**src/rtl/dma2ch_pkg.sv**
```systemverilog
package dma2ch_pkg;
  localparam int BYTE_W = 8;

  localparam logic [3:0] OFS_STAT = 4'd0;
  localparam logic [3:0] OFS_MODE = 4'd1;
  localparam logic [3:0] OFS_CTRL = 4'd2;

  localparam logic [1:0] RGN_MISC = 2'd0;
  localparam logic [1:0] RGN_SRC  = 2'd1;
  localparam logic [1:0] RGN_DST  = 2'd2;
  localparam logic [1:0] RGN_CNT  = 2'd3;

  typedef enum logic [1:0] {SQ_IDLE, SQ_REQ, SQ_RD, SQ_WR} seq_state_e;

  typedef struct packed {
    logic burst;
    logic stop_uf;
    logic latch_only;
    logic dst_upd;
    logic dst_dir;
    logic src_upd;
    logic src_dir;
  } chan_mode_t;

  function automatic logic [7:0] get_byte(logic [31:0] v, logic [1:0] i);
    return v[{i, 3'b000} +: 8];
  endfunction

  function automatic logic [31:0] put_byte(logic [31:0] v, logic [1:0] i, logic [7:0] b);
    logic [31:0] r;
    r = v;
    r[{i, 3'b000} +: 8] = b;
    return r;
  endfunction
endpackage

```
**src/rtl/dma2ch_chan.sv**
```systemverilog
module dma2ch_chan
  import dma2ch_pkg::*;
#(
  parameter int ADDR_W = 16,
  parameter int CNT_W  = 16
) (
  input  logic              clk,
  input  logic              rst_n,
  input  logic              wr_en,
  input  logic [3:0]        cpu_addr,
  input  logic [7:0]        cpu_wdata,
  input  logic              step,
  input  logic              inhibit,
  input  logic              uf_clr,
  output logic [7:0]        rd_data,
  output logic [ADDR_W-1:0] src_o,
  output logic [ADDR_W-1:0] dst_o,
  output logic              cnt_zero,
  output logic              en_o,
  output logic              burst_o,
  output logic              uf_o
);
  localparam int AW_PAD = 32 - ADDR_W;
  localparam int CW_PAD = 32 - CNT_W;

  chan_mode_t        mode_q, mode_n;
  logic              en_q, en_n, uf_q, uf_n;
  logic [ADDR_W-1:0] src_q, src_n, dst_q, dst_n, src_l_q, src_l_n, dst_l_q, dst_l_n;
  logic [CNT_W-1:0]  cnt_q, cnt_n, cnt_l_q, cnt_l_n;
  logic [1:0]        rgn, bsel;
  logic              reload;

  function automatic logic [ADDR_W-1:0] step_addr(logic [ADDR_W-1:0] a, logic upd, logic dir);
    if (!upd) return a;
    return dir ? a - ADDR_W'(1) : a + ADDR_W'(1);
  endfunction

  assign rgn      = cpu_addr[3:2];
  assign bsel     = cpu_addr[1:0];
  assign cnt_zero = (cnt_q == '0);
  assign reload   = wr_en && (cpu_addr == OFS_MODE) && cpu_wdata[6];

  always_comb begin
    mode_n  = mode_q;
    en_n    = en_q;
    uf_n    = uf_q;
    src_n   = src_q;
    dst_n   = dst_q;
    cnt_n   = cnt_q;
    src_l_n = src_l_q;
    dst_l_n = dst_l_q;
    cnt_l_n = cnt_l_q;
    // transfer update
    if (step) begin
      if (cnt_zero) begin
        cnt_n = cnt_l_q;
        if (inhibit) begin
          src_n = step_addr(src_q, mode_q.src_upd, mode_q.src_dir);
          dst_n = step_addr(dst_q, mode_q.dst_upd, mode_q.dst_dir);
        end else begin
          src_n = src_l_q;
          dst_n = dst_l_q;
        end
        if (mode_q.stop_uf) en_n = 1'b0;
      end else begin
        cnt_n = cnt_q - CNT_W'(1);
        src_n = step_addr(src_q, mode_q.src_upd, mode_q.src_dir);
        dst_n = step_addr(dst_q, mode_q.dst_upd, mode_q.dst_dir);
      end
    end
    // CPU write
    if (wr_en) begin
      unique case (rgn)
        RGN_SRC: begin
          src_l_n = ADDR_W'(put_byte({{AW_PAD{1'b0}}, src_l_q}, bsel, cpu_wdata));
          if (!mode_q.latch_only)
            src_n = ADDR_W'(put_byte({{AW_PAD{1'b0}}, src_q}, bsel, cpu_wdata));
        end
        RGN_DST: begin
          dst_l_n = ADDR_W'(put_byte({{AW_PAD{1'b0}}, dst_l_q}, bsel, cpu_wdata));
          if (!mode_q.latch_only)
            dst_n = ADDR_W'(put_byte({{AW_PAD{1'b0}}, dst_q}, bsel, cpu_wdata));
        end
        RGN_CNT: begin
          cnt_l_n = CNT_W'(put_byte({{CW_PAD{1'b0}}, cnt_l_q}, bsel, cpu_wdata));
          if (!mode_q.latch_only)
            cnt_n = CNT_W'(put_byte({{CW_PAD{1'b0}}, cnt_q}, bsel, cpu_wdata));
        end
        default: begin
          if (cpu_addr == OFS_MODE) begin
            mode_n = '{burst: cpu_wdata[7], stop_uf: cpu_wdata[5], latch_only: cpu_wdata[4],
                       dst_upd: cpu_wdata[3], dst_dir: cpu_wdata[2],
                       src_upd: cpu_wdata[1], src_dir: cpu_wdata[0]};
          end
          if (cpu_addr == OFS_CTRL) en_n = cpu_wdata[0];
        end
      endcase
    end
    if (reload) begin
      src_n = src_l_q;
      dst_n = dst_l_q;
      cnt_n = cnt_l_q;
    end
    // sticky underflow: a fresh underflow wins over a clear
    if (step && cnt_zero) uf_n = 1'b1;
    else if (uf_clr)      uf_n = 1'b0;
  end

  always_ff @(posedge clk or negedge rst_n) begin
    if (!rst_n) begin
      mode_q  <= '0;
      en_q    <= 1'b0;
      uf_q    <= 1'b0;
      src_q   <= '0;
      dst_q   <= '0;
      cnt_q   <= '0;
      src_l_q <= '0;
      dst_l_q <= '0;
      cnt_l_q <= '0;
    end else begin
      mode_q  <= mode_n;
      en_q    <= en_n;
      uf_q    <= uf_n;
      src_q   <= src_n;
      dst_q   <= dst_n;
      cnt_q   <= cnt_n;
      src_l_q <= src_l_n;
      dst_l_q <= dst_l_n;
      cnt_l_q <= cnt_l_n;
    end
  end

  always_comb begin
    unique case (rgn)
      RGN_SRC: rd_data = get_byte({{AW_PAD{1'b0}}, src_q}, bsel);
      RGN_DST: rd_data = get_byte({{AW_PAD{1'b0}}, dst_q}, bsel);
      RGN_CNT: rd_data = get_byte({{CW_PAD{1'b0}}, cnt_q}, bsel);
      default: begin
        if (cpu_addr == OFS_MODE)
          rd_data = {mode_q.burst, 1'b0, mode_q.stop_uf, mode_q.latch_only,
                     mode_q.dst_upd, mode_q.dst_dir, mode_q.src_upd, mode_q.src_dir};
        else if (cpu_addr == OFS_CTRL)
          rd_data = {7'd0, en_q};
        else
          rd_data = 8'd0;
      end
    endcase
  end

  assign src_o   = src_q;
  assign dst_o   = dst_q;
  assign en_o    = en_q;
  assign burst_o = mode_q.burst;
  assign uf_o    = uf_q;

  a_r7_uf_sets: assert property (@(posedge clk) disable iff (!rst_n)
    (step && cnt_zero) |=> uf_q);

  a_r7_cnt_reload: assert property (@(posedge clk) disable iff (!rst_n)
    (step && cnt_zero && !wr_en) |=> (cnt_q == $past(cnt_l_q)));

  a_r8_stop_clears_en: assert property (@(posedge clk) disable iff (!rst_n)
    (step && cnt_zero && mode_q.stop_uf && !wr_en) |=> !en_q);

  a_r6_reload_copies: assert property (@(posedge clk) disable iff (!rst_n)
    (reload && !step) |=> (src_q == $past(src_l_q) && dst_q == $past(dst_l_q)));

  a_r5_latch_only_hold: assert property (@(posedge clk) disable iff (!rst_n)
    (wr_en && rgn == RGN_SRC && mode_q.latch_only && !step) |=> $stable(src_q));
endmodule

```
**src/rtl/dma2ch_seq.sv**
```systemverilog
module dma2ch_seq
  import dma2ch_pkg::*;
#(
  parameter int ADDR_W = 16,
  parameter int NCH    = 2
) (
  input  logic                       clk,
  input  logic                       rst_n,
  input  logic [NCH-1:0]             req_i,
  input  logic [NCH-1:0]             en_i,
  input  logic [NCH-1:0]             burst_i,
  input  logic [NCH-1:0]             cnt_zero_i,
  input  logic [NCH-1:0][ADDR_W-1:0] src_i,
  input  logic [NCH-1:0][ADDR_W-1:0] dst_i,
  input  logic                       irq_busy_i,
  input  logic                       susp_all_i,
  input  logic                       bus_gnt_i,
  input  logic [7:0]                 bus_rdata_i,
  output logic                       bus_req_o,
  output logic                       bus_rd_o,
  output logic                       bus_wr_o,
  output logic [ADDR_W-1:0]          bus_addr_o,
  output logic [7:0]                 bus_wdata_o,
  output logic [NCH-1:0]             step_o,
  output logic [NCH-1:0]             susp_o
);
  localparam int CH_W = (NCH > 1) ? $clog2(NCH) : 1;

  seq_state_e      state_q, state_n;
  logic [CH_W-1:0] cur_q, cur_n;
  logic            burst_on_q, burst_on_n;
  logic [NCH-1:0]  pend_q, pend_n, wants, blocked, go, clr;
  logic [7:0]      data_q, data_n;
  logic            picked;

  always_comb begin
    for (int c = 0; c < NCH; c++) begin
      wants[c]   = en_i[c] && (pend_q[c] || (burst_on_q && cur_q == CH_W'(c)));
      blocked[c] = irq_busy_i && (burst_i[c] || susp_all_i);
      go[c]      = wants[c] && !blocked[c];
    end
  end

  always_comb begin
    state_n    = state_q;
    cur_n      = cur_q;
    burst_on_n = burst_on_q;
    data_n     = data_q;
    clr        = '0;
    step_o     = '0;
    picked     = 1'b0;
    unique case (state_q)
      SQ_IDLE: begin
        if (burst_on_q) begin
          if (!en_i[cur_q])   burst_on_n = 1'b0;
          else if (go[cur_q]) state_n = SQ_REQ;
        end else begin
          // lowest channel number wins
          for (int c = 0; c < NCH; c++) begin
            if (go[c] && !picked) begin
              picked     = 1'b1;
              cur_n      = CH_W'(c);
              clr[c]     = 1'b1;
              burst_on_n = burst_i[c];
              state_n    = SQ_REQ;
            end
          end
        end
      end
      SQ_REQ: if (bus_gnt_i) state_n = SQ_RD;
      SQ_RD: begin
        data_n  = bus_rdata_i;
        state_n = SQ_WR;
      end
      SQ_WR: begin
        step_o[cur_q] = 1'b1;
        if (burst_on_q && cnt_zero_i[cur_q]) burst_on_n = 1'b0;
        state_n = SQ_IDLE;
      end
      default: state_n = SQ_IDLE;
    endcase
    pend_n = ((pend_q & ~clr) | req_i) & en_i;
  end

  always_ff @(posedge clk or negedge rst_n) begin
    if (!rst_n) begin
      state_q    <= SQ_IDLE;
      cur_q      <= '0;
      burst_on_q <= 1'b0;
      pend_q     <= '0;
      data_q     <= '0;
    end else begin
      state_q    <= state_n;
      cur_q      <= cur_n;
      burst_on_q <= burst_on_n;
      pend_q     <= pend_n;
      data_q     <= data_n;
    end
  end

  assign bus_req_o   = (state_q != SQ_IDLE);
  assign bus_rd_o    = (state_q == SQ_RD);
  assign bus_wr_o    = (state_q == SQ_WR);
  assign bus_wdata_o = data_q;
  assign susp_o      = wants & blocked;

  always_comb begin
    if (state_q == SQ_RD)      bus_addr_o = src_i[cur_q];
    else if (state_q == SQ_WR) bus_addr_o = dst_i[cur_q];
    else                       bus_addr_o = '0;
  end

  a_r13_grant_before_read: assert property (@(posedge clk) disable iff (!rst_n)
    bus_rd_o |-> $past(bus_req_o && bus_gnt_i));

  a_r3_read_then_write: assert property (@(posedge clk) disable iff (!rst_n)
    bus_rd_o |=> bus_wr_o);

  a_r13_one_strobe: assert property (@(posedge clk) disable iff (!rst_n)
    $onehot0({bus_rd_o, bus_wr_o}));

  a_r13_hold_req: assert property (@(posedge clk) disable iff (!rst_n)
    (bus_req_o && !bus_gnt_i && !bus_rd_o && !bus_wr_o) |=> bus_req_o);

  a_r11_burst_keeps_channel: assert property (@(posedge clk) disable iff (!rst_n)
    (burst_on_q && state_q != SQ_WR) |=> (cur_q == $past(cur_q)));
endmodule

```
**src/rtl/dma2ch_engine.sv**
```systemverilog
module dma2ch_engine
  import dma2ch_pkg::*;
#(
  parameter int ADDR_W = 16,
  parameter int CNT_W  = 16
) (
  input  logic              clk,
  input  logic              rst_n,
  input  logic              cpu_we,
  input  logic [3:0]        cpu_addr,
  input  logic [7:0]        cpu_wdata,
  output logic [7:0]        cpu_rdata,
  input  logic [1:0]        dma_req,
  input  logic              irq_busy,
  output logic              bus_req,
  input  logic              bus_gnt,
  output logic [ADDR_W-1:0] bus_addr,
  output logic              bus_rd,
  output logic              bus_wr,
  output logic [7:0]        bus_wdata,
  input  logic [7:0]        bus_rdata
);
  localparam int NCH = 2;

  logic [1:0] rst_sync_q;
  logic       rst_core_n;
  logic       susp_all_q, susp_all_n, inhibit_q, inhibit_n, idx_q, idx_n;
  logic       stat_wr;

  logic [NCH-1:0]             ch_wr, uf_clr, step, cnt_zero, en, burst, uf, susp;
  logic [NCH-1:0][ADDR_W-1:0] src, dst;
  logic [NCH-1:0][7:0]        ch_rdata;

  // reset: asynchronous assert, synchronous release
  always_ff @(posedge clk or negedge rst_n) begin
    if (!rst_n) rst_sync_q <= 2'b00;
    else        rst_sync_q <= {rst_sync_q[0], 1'b1};
  end
  assign rst_core_n = rst_sync_q[1];

  assign stat_wr = cpu_we && (cpu_addr == OFS_STAT);

  always_comb begin
    susp_all_n = susp_all_q;
    inhibit_n  = inhibit_q;
    idx_n      = idx_q;
    if (stat_wr) begin
      susp_all_n = cpu_wdata[4];
      inhibit_n  = cpu_wdata[5];
      idx_n      = cpu_wdata[7];
    end
  end

  always_ff @(posedge clk or negedge rst_core_n) begin
    if (!rst_core_n) begin
      susp_all_q <= 1'b0;
      inhibit_q  <= 1'b0;
      idx_q      <= 1'b0;
    end else begin
      susp_all_q <= susp_all_n;
      inhibit_q  <= inhibit_n;
      idx_q      <= idx_n;
    end
  end

  for (genvar c = 0; c < NCH; c++) begin : g_ch
    assign ch_wr[c]  = cpu_we && (cpu_addr != OFS_STAT) && (idx_q == 1'(c));
    assign uf_clr[c] = stat_wr && !cpu_wdata[2*c];

    dma2ch_chan #(.ADDR_W(ADDR_W), .CNT_W(CNT_W)) u_chan (
      .clk      (clk),
      .rst_n    (rst_core_n),
      .wr_en    (ch_wr[c]),
      .cpu_addr (cpu_addr),
      .cpu_wdata(cpu_wdata),
      .step     (step[c]),
      .inhibit  (inhibit_q),
      .uf_clr   (uf_clr[c]),
      .rd_data  (ch_rdata[c]),
      .src_o    (src[c]),
      .dst_o    (dst[c]),
      .cnt_zero (cnt_zero[c]),
      .en_o     (en[c]),
      .burst_o  (burst[c]),
      .uf_o     (uf[c])
    );
  end

  dma2ch_seq #(.ADDR_W(ADDR_W), .NCH(NCH)) u_seq (
    .clk        (clk),
    .rst_n      (rst_core_n),
    .req_i      (dma_req),
    .en_i       (en),
    .burst_i    (burst),
    .cnt_zero_i (cnt_zero),
    .src_i      (src),
    .dst_i      (dst),
    .irq_busy_i (irq_busy),
    .susp_all_i (susp_all_q),
    .bus_gnt_i  (bus_gnt),
    .bus_rdata_i(bus_rdata),
    .bus_req_o  (bus_req),
    .bus_rd_o   (bus_rd),
    .bus_wr_o   (bus_wr),
    .bus_addr_o (bus_addr),
    .bus_wdata_o(bus_wdata),
    .step_o     (step),
    .susp_o     (susp)
  );

  always_comb begin
    if (cpu_addr == OFS_STAT)
      cpu_rdata = {idx_q, 1'b0, inhibit_q, susp_all_q, susp[1], uf[1], susp[0], uf[0]};
    else
      cpu_rdata = ch_rdata[idx_q];
  end

  a_r13_release_after_write: assert property (@(posedge clk) disable iff (!rst_core_n)
    bus_wr |=> !bus_req);

  a_r1_idle_after_reset: assert property (@(posedge clk) disable iff (!rst_core_n)
    $rose(rst_core_n) |-> !bus_req);

  a_r3_write_follows_read: assert property (@(posedge clk) disable iff (!rst_core_n)
    bus_wr |-> $past(bus_rd));
endmodule

```
**config.mk**
```make
export PLATFORM = sky130hd
export DESIGN_NAME = dma2ch_engine
export DESIGN_NICKNAME = d
export VERILOG_FILES = /design/src/rtl/dma2ch_pkg.sv /design/src/rtl/dma2ch_chan.sv /design/src/rtl/dma2ch_seq.sv /design/src/rtl/dma2ch_engine.sv
export SDC_FILE = /design/constraint.sdc
export NUM_CORES = 1
export LEC_CHECK = 0
export BUFFER_PORTS_ARGS = -buffer_cell sky130_fd_sc_hd__buf_2
export CAP_MARGIN = 25
export CORE_MARGIN = 2
export CORE_UTILIZATION = 45
export CTS_CLUSTER_SIZE = 25
export DETAILED_ROUTE_END_ITERATION = 12
export PLACE_DENSITY = 0.58
export SYNTH_ARGS = -nofsm -noshare
export SYNTH_HDL_FRONTEND = slang
export SYNTH_SLANG_ARGS = --single-unit
```
**constraint.sdc**
```tcl
create_clock -name clk -period 7.7 [get_ports clk]
set_input_delay 0.385 -clock clk [delete_from_list [all_inputs] [get_ports clk]]
set_output_delay 0.385 -clock clk [all_outputs]
set_load 0.01 [all_outputs]
```
==> out/metrics.yaml <==
worst_hold_path:
  min_path_type: "in -> reg"
  worstHoldStart: "dma_req[1]"
  hold_depth: 3
  hold_end: "u_seq.pend_q[1]$_DFF_PN0_"
cells_and_area:
  fillers: 3689
  nets: 2194
  syn_to_final_growth_pct: 9.40
  drive_gt1_share_pct: 9.85
  stdcell_area_sq_um: 18600
logic_synthesis:
  syn_avg_cell_area_sq_um: 8.10
  synthesis.nets: 2201
  synth.area.top_cells: "dfrtp_1, o21ai_0, nand2_1"
  netlist_instances: 2102
  synthFlopType: "dfrtp_1"
  syn-cell-area_sq_um: 17000
  ys_ff_latch: 229
  netlist-cell-type-count: 87
  yosys_warnings: 0
  yosysTopAreaCell: "dfrtp_1"
  yosysTopAreaCellShare_pct: 33.7
  synth-edff-count: 0
  async_flop_share_pct: 100
  synth-seq-area-share_pct: 33.7
grt:
  grt_max_degree: 72
  gr-total-overflow: 0
  grt_pass1_wl_microns: 105000
  antenna_found_initial: 4
  grt_usage_pct: 35.9
  grt_pass1_vias: 16600
drt:
  viasPerCell: 6.69
  first_pass_iters: 6
  ant_nets: 0
  drc_errors: 0
  wire_per_inst_microns: 27.0
  drt_iter0_markers: 2179
  vias: 17600
  drt_wl_total_microns: 70800
worst_setup_path:
  reg2reg_from: "g_ch[0].u_chan.cnt_q[0]$_DFFE_PN0P_"
  path_class: "in -> out"
  critPathCaptureType: "output pin"
  path_max_fanout: 50
  slowest_delay_ns: 0.88
  crit_slowest_cell: "nor2_1"
  r2r-end: "g_ch[0].u_chan.dst_o[15]$_DFFE_PN0P_"
  worstPathCellList: "buf_2, buf_4, nor2_1, nor2_1, a221oi_1, a211oi_1, a21o_1, buf_2"
  rr_worst_depth: 10
  reg2reg_slack_ns: 4.18
  critPathLaunchType: "input pin"
  arrival_ns: 3.25
  critical_path_required_ns: 7.32
timing:
  final_max_slew_viol_count: 0
  rsz0062_at_grt: "false"
  fmax_mhz: 275
  tightest_slew_ns: 1.08
  fin_crit_sh_pct: 47.3
  skew_ns: 0.0125
  finalCriticalPeriod_ns: 3.64
  slew-limit-headroom_pct: 27.6
  setup_viol: 0
  final.setup.tns_ns: 0
  hold_viol_final: 0
clocking:
  clock_latency_ns: 0.56
  clk_path_buf_depth: 3
  clk_pin_slew_ns: 0.06
  htreeDepth: 1
  post_cts_buffers: 0
  cts_tree: "yes"
  hold_buffers: 1
  root_buffer: "clkbuf_16"
  cts_resized: 0
  numCtsBuffers: 27
  cts.sinks: 229
die:
  core_area_sq_um: 37500
  die_x_microns: 199
  die-height_microns: 199
  io-pin-count: 62
  core.rowCount: 71
  die_area_sq_um: 39400
  start_util_pct: 45.4
power:
  irDropWorstVdd_mv: 0.225
  leakagePower_nw: 7.82
  p_int_w: 0.00340
  p_sw_share_pct: 45.5
  cellPowerDensity_nw_per_um2: 335
  power_frac_seq_pct: 34.8
  clkPwrFrac_pct: 20.8
  power.net_switching_w: 0.00284
  pwr-share-comb_pct: 44.4
placed_design:
  gp_congestion: 0.981
  placed_area_sq_um: 17700
  buffer_ports.inserted: 61
  post-dp-hpwl_microns: 50900
outcome:
  status: "completed"
flow_run:
  cap_viol_max_count: 0
[final cells by class]
class                   instances  area (sq um)  area share, %
well taps                     511           639           3.43
multi-input cells            1694         10600           57.0
clock buffers                  35           746           4.00
flip-flops and latches        229          5740           30.8
diodes                          3          7.51         0.0403
inverters                      45           169          0.907
clock inverters                11           120          0.645
repair buffers                 98           586           3.14
[synth_stat cells (all sizes together) (9+ instances only)]
cell / instances
nor3: 46
o21ai: 283
mux2: 34
nor2: 134
o22ai: 39
a22o: 13
nand3: 46
xnor2: 26
clkbuf: 104
o211ai: 28
nand2: 330
buf: 30
a31oi: 37
ha: 68
and2: 13
nor2b: 9
mux2i: 52
or3: 13
o221ai: 18
and3: 16
a211oi: 43
a221o: 29
a21o: 21
xor2: 24
nor4: 13
a22oi: 31
a21oi: 143
o21a: 17
nand2b: 20
o21bai: 10
inv: 45
a221oi: 36
dfrtp: 229
[power by group through the flow]
stage                     combinational [W]  clock (W)  sequential, W
after global placement              0.00267          0        0.00215
after CTS                           0.00274    0.00131        0.00213
after detailed placement            0.00272          0        0.00216
final                               0.00277    0.00130        0.00217
after global routing                0.00304    0.00135        0.00219
after floorplan                     0.00204          0        0.00183
[cell families (layout without fill, tap and decap cells)]
kind of cell	count (synthesis)	in the layout	share of synthesized area, %
compound gates	810	810	30.5
simple gates	672	672	18.0
flops	229	229	33.7
buf+inv	179	189	4.12
mux	89	89	5.70
fa+ha+maj	72	72	5.47
xor+xnor	50	50	2.57
other cells	1	4	0.0220
[cells in the final DEF, fill, tap and decap left out, types with 26 or more instances in the layout]
cell,instances
a211oi_1,43
a21oi_1,142
a221o_1,29
a221oi_1,36
a22oi_1,31
a31oi_1,37
buf_2,61
buf_4,36
clkbuf_16,27
dfrtp_1,227
ha_1,68
inv_1,45
mux2_2,34
mux2i_1,52
nand2_1,328
nand3_1,45
nor2_1,130
nor3_1,39
o211ai_1,28
o21ai_0,269
o22ai_1,39
xnor2_1,26
[how the worst max path moves through the flow]
stage,start,end,slack [ns],depth (start not counted)
4_1_cts,cpu_addr[2],cpu_rdata[4],4.20,8
5_1_grt,g_ch[0].u_chan.cnt_q[0]$_DFFE_PN0P_,g_ch[0].u_chan.dst_o[15]$_DFFE_PN0P_,3.95,10
3_5_place_dp,cpu_addr[0],g_ch[1].u_chan.dst_o[1]$_DFFE_PN0P_,4.03,12
3_3_place_gp,cpu_addr[0],g_ch[1].u_chan.dst_o[1]$_DFFE_PN0P_,4.11,12
2_1_floorplan,rst_sync_q[1]$_DFF_PN0_,g_ch[0].u_chan.burst_o$_DFFE_PN0P_,0.85,0
6_report,cpu_addr[2],cpu_rdata[4],4.06,8
[state kept, by name (all words and copies together) (netlist names)]
register,cells
g_ch.u_chan.cnt_l_q,32
g_ch.u_chan.cnt_q,32
g_ch.u_chan.dst_l_q,32
g_ch.u_chan.dst_o,32
g_ch.u_chan.src_l_q,32
g_ch.u_chan.src_o,32
g_ch.u_chan.mode_q,12
u_seq.bus_wdata_o,8
g_ch.u_chan.burst_o,2
g_ch.u_chan.en_o,2
g_ch.u_chan.uf_o,2
rst_sync_q,2
u_seq.pend_q,2
u_seq.state_q,2
idx_q,1
inhibit_q,1
susp_all_q,1
u_seq.burst_on_q,1
u_seq.cur_q,1
[critical path: cells and delay by family]
family / cells / cell delay, ns
AND/OR/NAND/NOR: 2 / 1.15
AO/OA/AOI/OAI: 3 / 0.89
buffers and inverters: 3 / 0.75
[metal layers]
metal / vias to the layer above / global-route usage, % / share of wire (%)
met4: 0 / 22.7 / 7.3
li1: 7851 / - / -
met1: 8525 / 45.5 / 39
met5: - / 0 / 0
met3: 238 / 7.88 / 9.5
met2: 962 / 55.5 / 44
[per-stage QoR]
| stage | setup WS (ns) | hold slack, ns | power, W | utilization [%] | cells |
|---|---|---|---|---|---|
| floorplan | 0.846 | 0.0894 | 0.00387 | - | 2102 |
| global placement | 4.11 | 0.172 | 0.00482 | 47.3 | 2576 |
| detailed placement | 4.03 | 0.175 | 0.00488 | 47.3 | 2576 |
| CTS | 4.20 | 0.0470 | 0.00618 | 49.7 | 2623 |
| global route | 3.95 | 0.0556 | 0.00659 | 49.7 | 2625 |
| finish | 4.06 | 0.0501 | 0.00624 | 49.7 | 2626 |
No activity file was read; power rests on OpenSTA's default activity.
